===== src/rtl/pfd_pkg.sv =====
package pfd_pkg;
  typedef enum logic [1:0] {PUMP_HIZ = 2'b00, PUMP_SRC = 2'b01, PUMP_SNK = 2'b10} pump_e;
  typedef enum logic [1:0] {TP_LOCK = 2'b00, TP_REF = 2'b01, TP_DIV = 2'b10} tp_sel_e;

  function automatic pump_e pump_pick(input logic [2:0] code, input logic det_src,
                                      input logic det_snk);
    pump_e st;
    case (code)
      3'b000, 3'b001: begin
        if (det_src)      st = PUMP_SRC;
        else if (det_snk) st = PUMP_SNK;
        else              st = PUMP_HIZ;
      end
      3'b110:  st = PUMP_SNK;
      3'b111:  st = PUMP_SRC;
      default: st = PUMP_HIZ;
    endcase
    return st;
  endfunction

  function automatic tp_sel_e tp_pick(input logic [2:0] code);
    tp_sel_e s;
    case (code)
      3'b100:  s = TP_REF;
      3'b101:  s = TP_DIV;
      default: s = TP_LOCK;
    endcase
    return s;
  endfunction
endpackage


===== src/rtl/pfd_edge_core.sv =====
module pfd_edge_core #(
  parameter int ERR_W = 8
) (
  input  logic             clk,
  input  logic             rst_n,
  input  logic             ref_in,
  input  logic             div_in,
  output logic             src_ff,
  output logic             snk_ff,
  output logic             ref_rise,
  output logic             div_rise,
  output logic             cmp_done,
  output logic             active,
  output logic [ERR_W-1:0] err_now
);
  localparam int NUM_IN = 2;
  localparam logic [ERR_W-1:0] ERR_MAX = {ERR_W{1'b1}};

  function automatic logic [ERR_W-1:0] sat_inc(input logic [ERR_W-1:0] v);
    return (v == ERR_MAX) ? v : v + 1'b1;
  endfunction

  logic [NUM_IN-1:0] raw;
  logic [NUM_IN-1:0] rise;
  assign raw = {div_in, ref_in};

  for (genvar g = 0; g < NUM_IN; g++) begin : g_edge
    logic d_q;
    always_ff @(posedge clk or negedge rst_n) begin
      if (!rst_n) d_q <= 1'b0;
      else        d_q <= raw[g];
    end
    assign rise[g] = raw[g] & ~d_q;
  end

  assign ref_rise = rise[0];
  assign div_rise = rise[1];

  logic src_set, snk_set;
  logic [ERR_W-1:0] cnt_q;

  assign src_set  = src_ff | div_rise;
  assign snk_set  = snk_ff | ref_rise;
  assign cmp_done = src_set & snk_set;
  assign active   = src_ff | snk_ff;
  assign err_now  = active ? sat_inc(cnt_q) : '0;

  always_ff @(posedge clk or negedge rst_n) begin
    if (!rst_n) begin
      src_ff <= 1'b0;
      snk_ff <= 1'b0;
      cnt_q  <= '0;
    end else begin
      src_ff <= src_set & ~cmp_done;
      snk_ff <= snk_set & ~cmp_done;
      cnt_q  <= (active && !cmp_done) ? sat_inc(cnt_q) : '0;
    end
  end
endmodule


===== src/rtl/pfd_lock_det.sv =====
module pfd_lock_det #(
  parameter int ERR_W    = 8,
  parameter int GOOD_CNT = 4
) (
  input  logic             clk,
  input  logic             rst_n,
  input  logic             cmp_done,
  input  logic             active,
  input  logic [ERR_W-1:0] err_now,
  input  logic [ERR_W-1:0] lock_window,
  output logic             lock_q,
  output logic             err_bad,
  output logic             cmp_good
);
  localparam int GC_W = $clog2(GOOD_CNT + 1);
  localparam logic [GC_W-1:0] GC_LAST = GC_W'(GOOD_CNT - 1);

  logic [GC_W-1:0] good_q;

  assign err_bad  = (active || cmp_done) && (err_now >= lock_window);
  assign cmp_good = cmp_done && (err_now < lock_window);

  always_ff @(posedge clk or negedge rst_n) begin
    if (!rst_n) begin
      good_q <= '0;
      lock_q <= 1'b0;
    end else if (err_bad) begin
      good_q <= '0;
      lock_q <= 1'b0;
    end else if (cmp_good) begin
      if (good_q >= GC_LAST) lock_q <= 1'b1;
      else                   good_q <= good_q + 1'b1;
    end
  end
endmodule


===== src/rtl/pfd_test_mux.sv =====
module pfd_test_mux
  import pfd_pkg::*;
(
  input  logic [2:0] test_code,
  input  logic       det_src,
  input  logic       det_snk,
  input  logic       ref_in,
  input  logic       div_in,
  input  logic       lock_q,
  output logic       pump_src,
  output logic       pump_snk,
  output logic       test_pin
);
  pump_e   st;
  tp_sel_e sel;

  assign st       = pump_pick(test_code, det_src, det_snk);
  assign sel      = tp_pick(test_code);
  assign pump_src = (st == PUMP_SRC);
  assign pump_snk = (st == PUMP_SNK);

  always_comb begin
    case (sel)
      TP_REF:  test_pin = ref_in;
      TP_DIV:  test_pin = div_in;
      default: test_pin = lock_q;
    endcase
  end
endmodule


===== src/rtl/pfd_lock_ctrl.sv =====
module pfd_lock_ctrl #(
  parameter int ERR_W    = 8,
  parameter int GOOD_CNT = 4
) (
  input  logic             clk,
  input  logic             rst_n,
  input  logic             ref_in,
  input  logic             div_in,
  input  logic [2:0]       test_code,
  input  logic [ERR_W-1:0] lock_window,
  output logic             pump_src,
  output logic             pump_snk,
  output logic             lock_out,
  output logic             cur_low,
  output logic             test_pin
);
  logic src_ff, snk_ff, ref_rise, div_rise, cmp_done, active;
  logic [ERR_W-1:0] err_now;
  logic lock_q, err_bad, cmp_good;

  pfd_edge_core #(.ERR_W(ERR_W)) i_core (
    .clk(clk), .rst_n(rst_n), .ref_in(ref_in), .div_in(div_in),
    .src_ff(src_ff), .snk_ff(snk_ff), .ref_rise(ref_rise), .div_rise(div_rise),
    .cmp_done(cmp_done), .active(active), .err_now(err_now)
  );

  pfd_lock_det #(.ERR_W(ERR_W), .GOOD_CNT(GOOD_CNT)) i_lock (
    .clk(clk), .rst_n(rst_n), .cmp_done(cmp_done), .active(active),
    .err_now(err_now), .lock_window(lock_window), .lock_q(lock_q),
    .err_bad(err_bad), .cmp_good(cmp_good)
  );

  pfd_test_mux i_mux (
    .test_code(test_code), .det_src(src_ff), .det_snk(snk_ff),
    .ref_in(ref_in), .div_in(div_in), .lock_q(lock_q),
    .pump_src(pump_src), .pump_snk(pump_snk), .test_pin(test_pin)
  );

  assign lock_out = lock_q;
  assign cur_low  = lock_q;
endmodule


===== config.mk =====
export PLATFORM = sky130hd
export DESIGN_NAME = pfd_lock_ctrl
export DESIGN_NICKNAME = d
export VERILOG_FILES = /design/src/rtl/pfd_pkg.sv /design/src/rtl/pfd_edge_core.sv /design/src/rtl/pfd_lock_det.sv /design/src/rtl/pfd_test_mux.sv /design/src/rtl/pfd_lock_ctrl.sv
export SDC_FILE = /design/constraint.sdc
export NUM_CORES = 1
export LEC_CHECK = 0
export ABC_AREA = 1
export BUFFER_PORTS_ARGS = -buffer_cell sky130_fd_sc_hd__buf_2
export CORE_UTILIZATION = 60
export DETAILED_ROUTE_END_ITERATION = 7
export PLACE_DENSITY_LB_ADDON = 0.08
export SLEW_MARGIN = 40
export SYNTH_ARGS = -nofsm -noshare
export SYNTH_HDL_FRONTEND = slang
export SYNTH_HIERARCHICAL = 1
export SYNTH_SLANG_ARGS = --single-unit

===== constraint.sdc =====
create_clock -name clk -period 3.21 [get_ports clk]
set_input_delay 0.4815 -clock clk [delete_from_list [all_inputs] [get_ports clk]]
set_output_delay 0.4815 -clock clk [all_outputs]
set_load 0.05 [all_outputs]

==> metrics.md <==
| Metric | Value |
|---|---|
| Status | complete, no violations |
| # hold bufs at CTS | 0 |
| Clock Sinks | 16 |
| MaxCap Viol Count | 0 |
| Die Span Y | 48.2 µm |
| Core area | 1980 µm² |
| First-pass GRT wire length | 3700 µm |
| Setup violators final | 0 |
| Grt total ovfl | 0 |
| DR WL/cell | 10.8 µm |
| Synth warn | 6 |
| PostCTS Resize Cnt | 0 |
| Final WL | 2490 µm |
| Placed Cells | 226 |
| Initial antenna violation count | 0 |
| Crit path DAT | 2.49 ns |
| 1st-pass router iterations | 4 |
| Initial Utilization | 64.6% |
| Number of vias per cell | 4.91 |
| Buffers on Ports | 19 |
| Nets | 232 |
| Combinational share of power | 39.2% |
| DR iter-0 viols | 32 |
| Fin. max-slew vios | 0 |
| Minimum clock period | 2.31 ns |
| CP Cell Sequence | ha_1 > nand2_2 > nor2_4 > nand2_4 > nand2_1 > nor2_1 > nor2_1 > ha_1 > a21o_1 > nor2_2 > nand4_1 > o21ai_1 > nor2_1 |
| Final Hold Violating Endpoints | 0 |
| NetSw | 0.000262 W |
| Syn Inst Count | 181 |
| Antenna-violating nets left | 0 |
| Mean post-synth cell area | 7.07 µm² |
| Achievable frequency | 0.433 GHz |
| Placer congestion estimate | 0.852 |
| RSZ-0062 raised after global routing | false |
| Clk root buf | clkbuf_4 |
| Slew headroom | 74.6% |
| Final WS setup | 0.903 ns |
| Worst Setup Start Kind | flip-flop |
| Reg clk slew, reported paths | 0.10 ns |
| Period utilization | 71.9% |
| Fraction of layout cells with a size suffix above 1 | 21.7% |
| Worst-skew pair later-pin latency | 0.29 ns |
| Cts bufs inserted | 3 |
| Syn Nets | 209 |
| Critical path fanouts, max | 9 |
| Filler cells | 164 |
| Setup TNS | 0 ns |
| CP peak stage delay | 0.42 ns |
| Critical Path RT | 3.40 ns |
| Clock Tree Buf Depth | 2 |
| Reg power frac | 40.2% |
| Hpwl dp | 2030 µm |
| Path depth of the worst reg2reg path | 13 |
| Vias | 1129 |
| DRC Markers | 0 |
| Slew @ Worst Pin | 0.380 ns |
| Die ar. | 2320 µm² |
| Layout Skew | 0.00383 ns |
| Worst reg2reg path startpoint | i_core/cnt_q[0]$_DFF_PN0_ |
| Setup bufs post-CTS | 0 |
| Crit-path slowest cell | dfrtp_1 |
| Clock power frac | 20.6% |
| Leakage | 0.862 nW |
| Hold crit path type | primary input to asynchronous set/reset pin |
| CTS tree | yes |
| Most common cell on crit path | nor2_1 |
| Worst reg2reg endpoint | i_lock/good_q[0]$_DFFE_PN0P_ |
| Area Growth Syn to Fin | 12.3% |
| Synthesized area | 1280 µm² |
| GRT Overall Usage | 22.8% |
| Largest net degree at the start of global routing | 17 |
| R2r setup slk | 0.90 ns |
| Internal | 0.000392 W |
| Final Non-Filler Cells | 230 |
| Die W | 48.2 µm |
| PD cells | 455 nW/µm² |
| Crit path kind | flip-flop to flip-flop |
| Inserted Diodes | 0 |
| Setup WS pre-CTS | 0.942 ns |
| H-Tree Depth | 1 |
| IO Count | 20 |
| Row Count | 16 |
| Crit path capture type | flip-flop |
| Vias in the first global route | 942 |
| Switch share | 40.1% |
| Peak VDD IR | 341 µV |
-- worst max-delay path by stage --
stage                              start                      endpoint  cells after the start
2_1_floorplan  i_core/cnt_q[0]$_DFF_PN0_  i_lock/good_q[0]$_DFFE_PN0P_                     13
3_3_place_gp   i_core/cnt_q[0]$_DFF_PN0_  i_lock/good_q[0]$_DFFE_PN0P_                     13
3_5_place_dp   i_core/cnt_q[0]$_DFF_PN0_  i_lock/good_q[0]$_DFFE_PN0P_                     13
4_1_cts        i_core/cnt_q[0]$_DFF_PN0_  i_lock/good_q[0]$_DFFE_PN0P_                     13
5_1_grt        i_core/cnt_q[1]$_DFF_PN0_  i_lock/good_q[1]$_DFFE_PN0P_                     13
6_report       i_core/cnt_q[0]$_DFF_PN0_  i_lock/good_q[0]$_DFFE_PN0P_                     13
-- cell usage in the layout (no fill, tap or decap), types with 2 or more instances in the layout --
master / count
nor2_4: 4
nand2_4: 2
o21bai_1: 2
nand4_1: 4
nor2_1: 24
nand2_2: 2
clkbuf_4: 3
buf_2: 19
nand3_1: 7
dfrtp_1: 16
a21oi_1: 6
inv_2: 2
nor3_2: 2
inv_1: 39
nand2_1: 43
or2_2: 2
nor2_2: 4
ha_1: 13
-- routing by layer --
layer	wire length, µm	global-route usage [%]	share of wire, %
met4	19	6.67	0.76
met3	101	7.04	4.1
met1	1130	28.2	45
met2	1240	38.1	50
met5	0	0	0
-- stage by stage --
step           area [µm²]  utilization (%)  hold slack, ns  power (W)
2_1_floorplan        1280                -           0.186   0.000458
3_3_place_gp         1400             70.7           0.417   0.000508
3_5_place_dp         1400             70.7           0.416   0.000524
4_1_cts              1440             72.5          0.0992   0.000660
5_1_grt              1440             72.5           0.106   0.000709
6_report             1440             72.5          0.0948   0.000654
-- power groups by stage --
stage / Combinational [W] / Clock (W) / Sequential, W
2_1_floorplan: 0.000191 / 0 / 0.000267
3_3_place_gp: 0.000244 / 0 / 0.000264
3_5_place_dp: 0.000258 / 0 / 0.000267
4_1_cts: 0.000260 / 0.000138 / 0.000263
5_1_grt: 0.000294 / 0.000148 / 0.000267
6_report: 0.000256 / 0.000135 / 0.000263
-- cell type report --
| class | count | area, µm² | area share (%) |
|---|---|---|---|
| repair buffers | 19 | 95.1 | 6.61 |
| clock buffers | 4 | 36.3 | 2.52 |
| flip-flops and latches | 16 | 400 | 27.9 |
| inverters | 41 | 154 | 10.7 |
| multi-input cells | 123 | 718 | 50.0 |
| well taps | 27 | 33.8 | 2.35 |
-- sequential cells by signal, indices dropped and copies added, names as in the netlist --
register	cells
i_lock/good_q	3
i_core/snk_ff	1
i_core/src_ff	1
i_core/cnt_q	8
i_core/g_edge.d_q	2
i_lock/lock_q	1
-- critical path: cells and delay by family (launching register included) --
kind | cells | cell delay [ns]
AOI/OAI and AO/OA | 2 | 0.35
and+or+nand+nor | 9 | 0.93
adders and majority gates | 2 | 0.52
DFF | 1 | 0.42
Note: power is estimated with default switching activity, not from simulation.
